`src/rtl/subr_seq_pkg.sv`:
```
package subr_seq_pkg;

  typedef enum logic [1:0] {
    CMD_CALL = 2'd0,
    CMD_RET  = 2'd1,
    CMD_SWAP = 2'd2,
    CMD_NONE = 2'd3
  } cmd_e;

  typedef enum logic [2:0] {
    ST_IDLE  = 3'd0,
    ST_FETCH = 3'd1,
    ST_LINK  = 3'd2,
    ST_POP   = 3'd3,
    ST_TAKE  = 3'd4,
    ST_PUSH  = 3'd5,
    ST_FIN   = 3'd6
  } step_e;

endpackage

```
`src/rtl/subr_seq_ctrl.sv`:
```
module subr_seq_ctrl
  import subr_seq_pkg::*;
(
  input  logic       clk,
  input  logic       rst_n,
  input  logic       start,
  input  logic [1:0] opcode,
  output step_e      step,
  output cmd_e       cmd,
  output logic       accept,
  output logic       busy,
  output logic       done
);

  step_e step_q, step_d;
  cmd_e  cmd_q;
  logic  done_q, done_d;

  assign accept = (step_q == ST_IDLE) && start && (cmd_e'(opcode) != CMD_NONE);

  always_comb begin
    step_d = step_q;
    done_d = 1'b0;
    case (step_q)
      ST_IDLE: begin
        if (accept) begin
          if (cmd_e'(opcode) == CMD_CALL) step_d = ST_FETCH;
          else                            step_d = ST_POP;
        end
      end
      ST_FETCH: step_d = ST_LINK;
      ST_LINK:  step_d = ST_FIN;
      ST_POP:   step_d = ST_TAKE;
      ST_TAKE:  step_d = (cmd_q == CMD_SWAP) ? ST_PUSH : ST_FIN;
      ST_PUSH:  step_d = ST_FIN;
      ST_FIN: begin
        step_d = ST_IDLE;
        done_d = 1'b1;
      end
      default:  step_d = ST_IDLE;
    endcase
  end

  always_ff @(posedge clk or negedge rst_n) begin
    if (!rst_n) begin
      step_q <= ST_IDLE;
      cmd_q  <= CMD_NONE;
      done_q <= 1'b0;
    end else begin
      step_q <= step_d;
      done_q <= done_d;
      if (accept) cmd_q <= cmd_e'(opcode);
    end
  end

  assign step = step_q;
  assign cmd  = cmd_q;
  assign busy = (step_q != ST_IDLE);
  assign done = done_q;

  // completion pulse lasts one cycle
  a_r7_done_pulse: assert property (@(posedge clk) disable iff (!rst_n)
    done_q |=> !done_q);

  // leaving busy coincides with done
  a_r7_done_at_end: assert property (@(posedge clk) disable iff (!rst_n)
    $fell(busy) |-> done_q);

  // a start seen while busy does not replace the latched command
  a_r8_busy_holds_cmd: assert property (@(posedge clk) disable iff (!rst_n)
    (busy && start) |=> $stable(cmd_q));

endmodule

```
`src/rtl/subr_seq_regs.sv`:
```
module subr_seq_regs
  import subr_seq_pkg::*;
#(
  parameter int             W        = 8,
  parameter logic [W-1:0]   RESET_PC = '0,
  parameter logic [W-1:0]   RESET_SP = '0
) (
  input  logic         clk,
  input  logic         rst_n,
  input  step_e        step,
  input  cmd_e         cmd,
  input  logic         accept,
  input  logic         start,
  input  logic [1:0]   opcode,
  input  logic [W-1:0] rdata,
  output logic [W-1:0] pc,
  output logic [W-1:0] sp,
  output logic [W-1:0] link
);

  localparam logic [W-1:0] ONE = W'(1);

  logic [W-1:0] pc_q, pc_d, sp_q, sp_d, link_q, link_d;
  logic         pc_en, sp_en, link_en;

  always_comb begin
    pc_en   = 1'b0;
    sp_en   = 1'b0;
    link_en = 1'b0;
    pc_d    = pc_q;
    sp_d    = sp_q;
    link_d  = link_q;
    case (step)
      ST_IDLE: begin
        if (accept && cmd_e'(opcode) == CMD_CALL) begin
          pc_en = 1'b1;
          pc_d  = pc_q + ONE;
        end
        if (accept && cmd_e'(opcode) == CMD_SWAP) begin
          link_en = 1'b1;
          link_d  = pc_q + ONE;
        end
      end
      ST_LINK: begin
        pc_en = 1'b1;
        pc_d  = rdata - ONE;
        sp_en = 1'b1;
        sp_d  = sp_q - ONE;
      end
      ST_POP: begin
        sp_en = 1'b1;
        sp_d  = sp_q + ONE;
      end
      ST_TAKE: begin
        pc_en = 1'b1;
        pc_d  = (cmd == CMD_SWAP) ? rdata : (rdata - ONE);
      end
      ST_PUSH: begin
        sp_en = 1'b1;
        sp_d  = sp_q - ONE;
      end
      ST_FIN: begin
        pc_en = 1'b1;
        pc_d  = pc_q + ONE;
      end
      default: ;
    endcase
  end

  always_ff @(posedge clk or negedge rst_n) begin
    if (!rst_n) begin
      pc_q   <= RESET_PC;
      sp_q   <= RESET_SP;
      link_q <= '0;
    end else begin
      if (pc_en)   pc_q   <= pc_d;
      if (sp_en)   sp_q   <= sp_d;
      if (link_en) link_q <= link_d;
    end
  end

  assign pc   = pc_q;
  assign sp   = sp_q;
  assign link = link_q;

  // the stack pointer only ever moves by one, with wrap
  a_r6_sp_step: assert property (@(posedge clk) disable iff (!rst_n)
    (sp_q != $past(sp_q)) |-> ((sp_q == $past(sp_q) + ONE) || (sp_q == $past(sp_q) - ONE)));

  // the reserved code leaves PC and SP alone
  a_r2_rsvd_hold: assert property (@(posedge clk) disable iff (!rst_n)
    (step == ST_IDLE && start && opcode == 2'd3) |=> ($stable(pc_q) && $stable(sp_q)));

endmodule

```
`src/rtl/subr_seq_port.sv`:
```
module subr_seq_port
  import subr_seq_pkg::*;
#(
  parameter int W = 8
) (
  input  step_e        step,
  input  logic [W-1:0] pc,
  input  logic [W-1:0] sp,
  input  logic [W-1:0] link,
  output logic [W-1:0] addr,
  output logic         re,
  output logic         we,
  output logic [W-1:0] wdata
);

  localparam logic [W-1:0] ONE = W'(1);

  always_comb begin
    addr  = '0;
    re    = 1'b0;
    we    = 1'b0;
    wdata = '0;
    case (step)
      ST_FETCH: begin
        re   = 1'b1;
        addr = pc;
      end
      ST_LINK: begin
        we    = 1'b1;
        addr  = sp - ONE;
        wdata = pc + ONE;
      end
      ST_POP: begin
        re   = 1'b1;
        addr = sp;
      end
      ST_PUSH: begin
        we    = 1'b1;
        addr  = sp - ONE;
        wdata = link;
      end
      default: ;
    endcase
  end

endmodule

```
`src/rtl/subr_seq.sv`:
```
module subr_seq
  import subr_seq_pkg::*;
#(
  parameter int           W        = 8,
  parameter logic [W-1:0] RESET_PC = '0,
  parameter logic [W-1:0] RESET_SP = '0
) (
  input  logic         clk,
  input  logic         rst_n,
  input  logic         start,
  input  logic [1:0]   opcode,
  input  logic [W-1:0] mem_rdata,
  output logic [W-1:0] mem_addr,
  output logic         mem_re,
  output logic         mem_we,
  output logic [W-1:0] mem_wdata,
  output logic [W-1:0] pc,
  output logic [W-1:0] sp,
  output logic         busy,
  output logic         done
);

  logic rst_meta, rst_sync;

  always_ff @(posedge clk or negedge rst_n) begin
    if (!rst_n) begin
      rst_meta <= 1'b0;
      rst_sync <= 1'b0;
    end else begin
      rst_meta <= 1'b1;
      rst_sync <= rst_meta;
    end
  end

  step_e        step;
  cmd_e         cmd;
  logic         accept;
  logic [W-1:0] link;

  subr_seq_ctrl u_ctrl (
    .clk    (clk),
    .rst_n  (rst_sync),
    .start  (start),
    .opcode (opcode),
    .step   (step),
    .cmd    (cmd),
    .accept (accept),
    .busy   (busy),
    .done   (done)
  );

  subr_seq_regs #(.W(W), .RESET_PC(RESET_PC), .RESET_SP(RESET_SP)) u_regs (
    .clk    (clk),
    .rst_n  (rst_sync),
    .step   (step),
    .cmd    (cmd),
    .accept (accept),
    .start  (start),
    .opcode (opcode),
    .rdata  (mem_rdata),
    .pc     (pc),
    .sp     (sp),
    .link   (link)
  );

  subr_seq_port #(.W(W)) u_port (
    .step  (step),
    .pc    (pc),
    .sp    (sp),
    .link  (link),
    .addr  (mem_addr),
    .re    (mem_re),
    .we    (mem_we),
    .wdata (mem_wdata)
  );

  // one memory access per cycle at most
  a_r9_single_access: assert property (@(posedge clk) disable iff (!rst_sync)
    !(mem_re && mem_we));

  // the port is quiet while idle
  a_r9_idle_quiet: assert property (@(posedge clk) disable iff (!rst_sync)
    !busy |-> !(mem_re || mem_we));

endmodule

```
`config.mk`:
```
export PLATFORM = sky130hd
export DESIGN_NAME = subr_seq
export DESIGN_NICKNAME = d
export VERILOG_FILES = /design/src/rtl/subr_seq_pkg.sv /design/src/rtl/subr_seq_ctrl.sv /design/src/rtl/subr_seq_regs.sv /design/src/rtl/subr_seq_port.sv /design/src/rtl/subr_seq.sv
export SDC_FILE = /design/constraint.sdc
export NUM_CORES = 1
export LEC_CHECK = 0
export BUFFER_PORTS_ARGS = -buffer_cell sky130_fd_sc_hd__buf_4
export CORE_MARGIN = 2
export CORE_UTILIZATION = 49
export CTS_CLUSTER_DIAMETER = 50
export DETAILED_ROUTE_END_ITERATION = 10
export PLACE_DENSITY = 0.76
export SLEW_MARGIN = 20
export SYNTH_ARGS = -nofsm -noshare
export SYNTH_HDL_FRONTEND = slang
export SYNTH_SLANG_ARGS = --single-unit
```
`constraint.sdc`:
```
create_clock -name clk -period 2.57 [get_ports clk]
set_input_delay 0 -clock clk [delete_from_list [all_inputs] [get_ports clk]]
set_output_delay 0 -clock clk [all_outputs]
set_load 0.1 [all_outputs]
```
; ---- After elaboration in Yosys (flattened, before gate mapping)
; Index checks and enable logic that the tools add are counted.
; W data, S select, Z words.
[op_classes]
n_addsub = 4
n_eq_ne = 11
muxes = 18
reduce_logical = 16
[ops]
columns = op, count
row1 = $pmux W8 S2, 2
row2 = $pmux W8 S4, 1
row3 = $pmux W8 S3, 1
row4 = $add A8 B1 Y8 const B, 2
row5 = $mux W8, 2
row6 = $sub A8 B1 Y8 const B, 2
row7 = $pmux W3 S5, 1
row8 = $eq A3 B3 Y1 const B, 3
row9 = $mux W1, 7
row10 = $eq A3 B2 Y1 const B, 2
row11 = $reduce_and A3 Y1, 2
row12 = $reduce_or A3 Y1, 2
row13 = $eq A2 B2 Y1 const B, 2
row14 = $logic_and A1 B1 Y1, 4
row15 = $mux W2, 2
row16 = $ne A2 B1 Y1 const B, 2
row17 = $reduce_bool A4 Y1, 1
row18 = $reduce_or A2 Y1, 2
row19 = $eq A3 B1 Y1 const B, 1
row20 = $logic_not A3 Y1, 1
row21 = $mux W3, 1
row22 = $reduce_bool A3 Y1, 1
row23 = $logic_not A2 Y1, 1
row24 = $ne A2 B2 Y1 const B, 1
row25 = other kinds (3), 3
[totals]
regBits = 32
inputBits = 13
output_inout_bits = 36
elab_cells = 57

; ---- Depth between registers and ports, before layout
; Gate-level depths: netlist of run 1.
[depth]
depth_word = 7
depth_mapped = 7

; ---- Hierarchy
; A second synthesis of run 1 with hierarchy kept.
[hier_totals]
cells_unflattened = 317
area_unflattened_um2 = 2726.4
[by_module_without_submodules]
columns = mod, instances, cells_each, area_per_inst_um2
row1 = subr_seq_regs, 1, 179, 1694.1
row2 = subr_seq_port, 1, 109, 674.4
row3 = subr_seq_ctrl, 1, 26, 304.0
row4 = subr_seq, 1, 3, 53.8

; ---- Worst setup path before layout of run 1
; No wires, ideal clock.
[synth_path]
path_type = register to output
from = register u_regs.sp_q[0], in the netlist u_regs.sp[0]
to = output mem_addr[6]
t_arrival_ns = 4.335
required_ns = 2.570
slack_ns = -1.765
stages_incl_launch_ff = 8
path_cell_list = dfrtp_1 -> inv_1 -> ha_1 -> or3b_1 -> or3_1 -> nor3_1 -> a21oi_1 -> o21ai_0
[synth_between]
elab_chain_len = 2
[synth_lines]
columns = element, line
row1 = start: declaration, subr_seq_regs.sv:23  ; logic [W-1:0] pc_q, pc_d, sp_q, sp_d, link_q, link_d;
row2 = start signal: assignment, subr_seq_regs.sv:77  ; if (sp_en) sp_q <= sp_d;
row3 = $sub A8 B1 Y8, "subr_seq_port.sv:30, subr_seq_port.sv:39"
row4 = $pmux W8 S3, subr_seq_port.sv:23  ; case (step)
row5 = end: declaration, subr_seq.sv:13  ; output logic [W-1:0] mem_addr,
; No other way between the ends.

; ---- Worst setup path in the final report of run 1
[layout_path]
from = register u_regs.sp_q[0], in the netlist u_regs.sp[0]
to = output mem_addr[7]
; Same word-level chain as after synthesis.

==> results of run 1 <==
-- sequential cells by signal, indices dropped and copies added (netlist names) --
signal,flops
u_ctrl.step,3
u_regs.sp,8
u_ctrl.done,1
u_ctrl.cmd,2
u_regs.pc,8
rst_sync,1
u_regs.link,8
rst_meta,1
-- cell families (layout without fill, tap and decap cells) --
kind of cell,Yosys count,after routing,synth area share
adders and majority gates,4,4,0.0214
muxes,9,9,0.0417
buffers and inverters,29,83,0.0567
DFF,32,32,0.343
other,1,1,0.00160
xor gates and xnor gates,24,24,0.0898
AOI/OAI and AO/OA,77,77,0.214
and+or+nand+nor,105,105,0.232
-- critical path: stages, from the launching register on --
cell and delay, ns:
dfrtp_2 0.41, buf_4 0.15, or4_4 0.49, or4_4 0.48, xnor2_1 0.21, a21oi_2 0.10
o21ai_4 0.07, buf_4 0.29
-- routing by layer --
layer / track usage / routed length [µm] / vias up
met4: 0.0947 / 129 / 0
li1: - / - / 1113
met3: 0.0456 / 290 / 10
met1: 0.316 / 2750 / 1111
met5: 0 / 0 / -
met2: 0.379 / 2880 / 73
-- final timing paths --
path                           startpoint             end  slack [ns]  cells after the start
setup / recovery             u_regs.sp[0]     mem_addr[7]        0.09                      7
hold / removal               mem_rdata[0]    u_regs.pc[0]        0.02                      4
setup reg to reg           u_ctrl.step[2]  u_regs.link[5]        0.45                      4
hold reg to reg                  rst_sync    u_regs.sp[0]        0.25                      1
max in group asynchronous        rst_sync   u_ctrl.cmd[1]        1.99                      1
min in group asynchronous           rst_n        rst_meta        0.03                      2
-- through the flow --
stage          instances  utilization  hold slack (ns)  TNS, ns  worst slack [ns]
2_1_floorplan        281            -           -0.296   -0.259            -0.259
3_3_place_gp         374        0.605           -0.217        0             0.339
3_5_place_dp         374        0.605           -0.216        0             0.264
4_1_cts              386        0.635           0.0144        0            0.0114
5_1_grt              389        0.645           0.0348        0           0.00712
6_report             389        0.645           0.0162        0            0.0878
-- repair_timing --
| item | in CTS | in global routing |
|---|---|---|
| gates resized for setup | 3 | 5 |
| endpoints found under the setup margin | 1 | 2 |
| hold buffers | 4 | 0 |
| hold endpoints to repair | 6 | 0 |
| setup buffers | 0 | 3 |
-- cells in the final DEF (no fill, tap or decap), drive strengths merged, types with 2 or more instances in the layout --
master and instances:
nand2 28, a221oi 3, a31oi 4, inv 9, xor2 9, a22o 5
nor2b 3, nand2b 3, dlygate4sd3 4, and3 3, a211oi 3, o22ai 6
xnor2 15, o31ai 3, clkbuf 8, nor3 11, or4 4, buf 61
o21ai 19, dfrtp 30, a22oi 4, ha 4, dfstp 2, nor3b 3
mux2 6, nand3 9, or3 5, mux2i 3, nor2 28, a21oi 19
o221ai 2
-- final cells by class --
cell class                      instances  area [µm²]
Timing Repair Buffer                   65         510
Tap cell                               54        67.6
Fill cell                             403        1660
Multi-Input combinational cell        220        1490
Clock buffer                            8        90.1
Sequential cell                        32         808
Inverter                               10        37.5
==> out/qor.tcl, run 1 <==
set qor(totalWireLength_um) 6050
set qor(detail_route.drc_violations) 0
set qor(num_vias) 2307
set qor(synth.top_cells.by_area) {dfrtp_1 (32%), xnor2_1 (5.6%), nand2_1 (4.5%)}
set qor(total_routing_usage_gr) 0.238
set qor(synth_largest_area_cell) {dfrtp_1}
set qor(max_cap_violations) 0
set qor(synth_top_cells_by_count) {dfrtp_1 (30), nand2_1 (28), nor2_1 (26)}
set qor(finalCritPeriodShare) 0.966
set qor(final_antenna_net_count) 0
set qor(tritoncts) {done}
set qor(synth_enable_flop_cells) 0
set qor(wl_per_cell_um) 15.6
set qor(boundaryPins) 49
set qor(post-dp-hpwl_um) 4370
set qor(syn_area_um2) 2340
set qor(cts_root_buffer) {clkbuf_8}
set qor(num_rows) 25
set qor(grt_antenna_before_repair) 0
set qor(globalRoute.totalOverflow) 0
set qor(number_of_global_route_vias_before_repair) 2136
set qor(worst_setup_path_end_kind) {primary output}
set qor(final_area_um2) 3010
set qor(synth.top_cell.area_share) 0.321
set qor(async_reset_ff_frac) 1.00
set qor(maxSlewViolCount) 0
set qor(fp.dieArea_um2) 5350
set qor(antenna_cells_inserted) 0
set qor(grt_pass1_wl_um) 9940
set qor(post_synth_num_cell_types) 63
set qor(worstPathArrival_ns) 2.48
set qor(post_route_cells_drive_above_1_share) 0.316
set qor(placement.io_buffers) 48
set qor(final_hold_viol_count) 0
set qor(flow.area_growth_from_synthesis_pct) 28.4
set qor(synth-seq-cells) 32
set qor(min_path_type) {in -> reg}
set qor(synth_seq_area_share) 0.343
set qor(cts_buffers) 5
set qor(htreeDepth) 2
set qor(placed_cell_area_um2) 2820
set qor(period_minus_ws_final_ns) 2.48
set qor(gp_routability_congestion) 0.867
set qor(worst_skew_pair.late_latency_ns) 0.29
set qor(clock_sinks) 32
set qor(timing.final.setup_violations) 0
set qor(ys_dominant_reg_cell) {dfrtp_1}
set qor(route.detailed.vias_per_inst) 5.93
set qor(syn-num-nets) 298
set qor(required_ns) 2.57
set qor(yosysWarningCount) 0
set qor(floorplan.core_area_um2) 4660
set qor(outcome) {completed}
set qor(syn_avg_cell_area_um2) 8.33
set qor(grt_start_max_net_pins) 31
set qor(worst_setup_path_start_kind) {flop}
set qor(width_of_the_die_um) 73.1
set qor(synth_cells) 281
set qor(fmax_ghz) 0.403
set qor(max_slew_margin) 0.547
set qor(num-nets-final) 351
set qor(skew_ns) 0.0111
set qor(worst-setup-path-type) {reg -> out}
set qor(drt-pass1-iter-count) 4
set qor(cts.path.max_buffers) 2
set qor(rsz0062_at_grt) {no}
set qor(yosys.cell_count.top_type) {dfrtp_1}
set qor(worst_pin_slew_ns) 0.674
set qor(worst-path-max-fanout) 4
set qor(reg_clk_slew_reported_paths_ns) 0.07
set qor(dr.first_iter.drc_count) 93
set qor(die_h_um) 73.1
set qor(starting_density) 0.502
Power of run 1 is left out: the tool's default activity adds up to more than one toggle a clock period on the data nets, which glitch-free logic cannot reach.
==> run 2: changes to the inputs <==
--- a/config.mk
+++ b/config.mk
@@ -6,6 +6,7 @@
 export NUM_CORES = 1
 export LEC_CHECK = 0
 export BUFFER_PORTS_ARGS = -buffer_cell sky130_fd_sc_hd__buf_4
+export CAP_MARGIN = 25
 export CORE_MARGIN = 2
 export CORE_UTILIZATION = 49
 export CTS_CLUSTER_DIAMETER = 50
==> constraint.sdc (replaced) <==
create_clock -name clk -period 2.57 [get_ports clk]
set_input_delay 0 -clock clk [delete_from_list [all_inputs] [get_ports clk]]
set_output_delay 0 -clock clk [all_outputs]
set_load 0.005 [all_outputs]
==> out/qor.tcl, run 2 (same netlist as run 1, synthesis figures left out) <==
set qor(outcome) {completed}
set qor(boundaryPins) 49 ;# unchanged
set qor(die_h_um) 73.1 ;# unchanged
set qor(path_delay_family) {simple AND/OR/NAND/NOR gates}
set qor(holdWs_ns) 0.0230 ;# +0.00678 ns
set qor(seq_power_share) 0.311
set qor(rr_worst_depth) 7 ;# +3
set qor(required_ns) 2.57 ;# about the same
set qor(maxSlewViolCount) 0 ;# unchanged
set qor(placed_cells_incl_taps) 373 ;# -0.27%
set qor(totalWireLength_um) 5800 ;# -4.2%
set qor(skew_ns) 0.00796 ;# -0.00309 ns
set qor(finalCritPeriodShare) 0.961 ;# -0.00451
set qor(reg_clk_slew_reported_paths_ns) 0.07 ;# about the same
set qor(wl_per_cell_um) 15.1 ;# -3.2%
set qor(clock_sinks) 32 ;# unchanged
set qor(worst_setup_path_start_kind) {flop}
set qor(layoutNonFillerInstCount) 385 ;# -1.0%
set qor(drt-pass1-iter-count) 4 ;# unchanged
set qor(totalNegativeSetupSlack_ns) 0 ;# unchanged
set qor(cts.path.max_buffers) 2 ;# unchanged
set qor(starting_density) 0.502 ;# unchanged
set qor(worst_setup_path_end_kind) {primary output}
set qor(worst_pin_slew_ns) 0.655 ;# -0.0192 ns
set qor(gp_routability_congestion) 0.885 ;# +2.0%
set qor(grt_start_max_net_pins) 31 ;# unchanged
set qor(power.clock.fraction) 0.128
set qor(floorplan.core_area_um2) 4660 ;# unchanged
set qor(total_routing_usage_gr) 0.234 ;# -0.00377
set qor(ir_worst_vdd_mv) 0.512
set qor(post_route_cells_drive_above_1_share) 0.263 ;# -0.0536
set qor(num_vias) 2201 ;# -4.6%
set qor(worst_skew_pair.late_latency_ns) 0.28 ;# about the same
set qor(rsz0062_at_grt) {no}
set qor(final_antenna_net_count) 0 ;# unchanged
set qor(power.net_switching_mw) 1.68
set qor(worstPathArrival_ns) 2.47 ;# about the same
set qor(hold_start) {mem_rdata[5]}
set qor(max_slew_margin) 0.560 ;# +0.0129
set qor(cp_slowest_cell) {dfrtp_2}
set qor(min_path_type) {in -> reg}
set qor(worst-setup-path-type) {reg -> out}
set qor(power.static_leakage_nw) 1.28
set qor(power.density_nw_per_um2) 1310
set qor(dr.first_iter.drc_count) 278 ;# +200%
set qor(pwr-share-comb) 0.561
set qor(number_of_global_route_vias_before_repair) 1988 ;# -6.9%
set qor(timing.final.setup_violations) 0 ;# unchanged
set qor(flow.area_growth_from_synthesis_pct) 23.7
set qor(antenna_cells_inserted) 0 ;# unchanged
set qor(r2r_slack_ns) 0.42 ;# -0.03 ns
set qor(placement.io_buffers) 48 ;# unchanged
set qor(layout.cells.most_common_list) {buf_4 (57), dfrtp_1 (29), nand2_1 (28), nor2_1 (26), a21oi_1 (18)}
set qor(width_of_the_die_um) 73.1 ;# unchanged
set qor(internal_power_mw) 2.10
set qor(r2r_end) {u_regs.sp[6]}
set qor(globalRoute.totalOverflow) 0 ;# unchanged
set qor(cts_root_buffer) {clkbuf_8}
set qor(period_minus_ws_final_ns) 2.47 ;# -0.0116 ns
set qor(power.switching_fraction) 0.445
set qor(min_delay_worst_endpoint) {u_regs.pc[5]}
set qor(critPathMaxStageDelay_ns) 0.47 ;# -0.02 ns
set qor(num-nets-final) 347 ;# -1.1%
set qor(final_common_cell) {buf_4}
set qor(final_hold_viol_count) 0 ;# unchanged
set qor(grt_antenna_before_repair) 0 ;# unchanged
set qor(setup.worst_path.start) {u_regs.sp[0]}
set qor(min_path_cells) 3 ;# -1
set qor(cp_cell_sequence) {inv_1 -> ha_1 -> or3b_4 -> or3_1 -> xnor2_1 -> a21oi_1 -> o21ai_0 -> buf_4}
set qor(tritoncts) {done}
set qor(cts_buffers) 5 ;# unchanged
set qor(num_rows) 25 ;# unchanged
set qor(htreeDepth) 2 ;# unchanged
set qor(cp_num_buf_inv) 2 ;# unchanged
set qor(fmax_ghz) 0.405 ;# +0.47%
set qor(fp.dieArea_um2) 5350 ;# unchanged
set qor(detail_route.drc_violations) 0 ;# unchanged
set qor(post-dp-hpwl_um) 4230 ;# -3.1%
set qor(rr_startpoint) {u_regs.sp[0]}
set qor(worst-path-max-fanout) 9 ;# +5
set qor(route.detailed.vias_per_inst) 5.72 ;# -3.6%
set qor(post-cts-setup-buffer-count) 0 ;# unchanged
set qor(max_cap_violations) 0 ;# unchanged
set qor(grt_pass1_wl_um) 9700 ;# -2.4%
## run 2: changes by cell type in the layout (fill, tap and decap cells not counted), sizes merged
cell / change
bufinv: +1
buf: -4
clkinvlp: +1
clkinv: +1
clkbuf: -3
## run 2: layout make-up
| class | instances | area [µm²] |
|---|---|---|
| Multi-Input combinational cell | 220 | 1410 |
| Fill cell | 404 | 1760 |
| Clock inverter | 3 | 42.5 |
| Sequential cell | 32 | 805 |
| Tap cell | 54 | 67.6 |
| Clock buffer | 5 | 68.8 |
| Inverter | 10 | 37.5 |
| Timing Repair Buffer | 61 | 468 |
## run 2: how the worst max path moves through the flow
| stage | end | slack, ns | cells after the start |
|---|---|---|---|
| floorplan | u_regs.sp[6] | 0.57 | 7 |
| global placement | mem_addr[6] | 0.46 | 8 |
| detailed placement | mem_addr[6] | 0.38 | 8 |
| CTS | mem_addr[6] | 0.07 | 8 |
| global route | mem_addr[6] | 0.005 | 8 |
| finish | mem_addr[6] | 0.1 | 8 |
## run 2: tightest hold or removal path, stage by stage
cell and delay (ns):
buf_4 0.12, o221ai_1 0.05, o21ai_0 0.08
## run 2: what timing repair did
action,4_1_cts,5_1_grt
endpoints found under the hold margin,6,0
resized for setup,0,2
hold buffers,4,0
endpoints found under the setup margin,0,1
## run 2: power groups by stage
stage	clock network (mW)	registers [mW]	logic, mW
after global routing	0.519	1.23	2.36
after detailed placement	0	1.18	2.11
after CTS	0.497	1.17	2.12
after global placement	0	1.15	2.09
final	0.485	1.18	2.12
after floorplan	0	0.951	1.52
## run 2: metrics by stage
| stage | util | worst slack (ns) | cell area, µm² | total power [mW] |
|---|---|---|---|---|
| 6_report | 0.621 | 0.0994 | 2900 | 3.78 |
| 5_1_grt | 0.621 | 0.00505 | 2900 | 4.11 |
| 4_1_cts | 0.621 | 0.0672 | 2890 | 3.78 |
| 3_5_place_dp | 0.588 | 0.377 | 2740 | 3.29 |
| 3_3_place_gp | 0.588 | 0.463 | 2740 | 3.24 |
| 2_1_floorplan | - | 0.567 | 2340 | 2.47 |
## run 2: routing by layer
metal  global-route usage  routed length (µm)
met1                0.343                2740
met2                0.351                2720
met3               0.0470                 295
met4               0.0597                  48
met5                    0                   0
No activity file was read; power rests on OpenSTA's default activity.
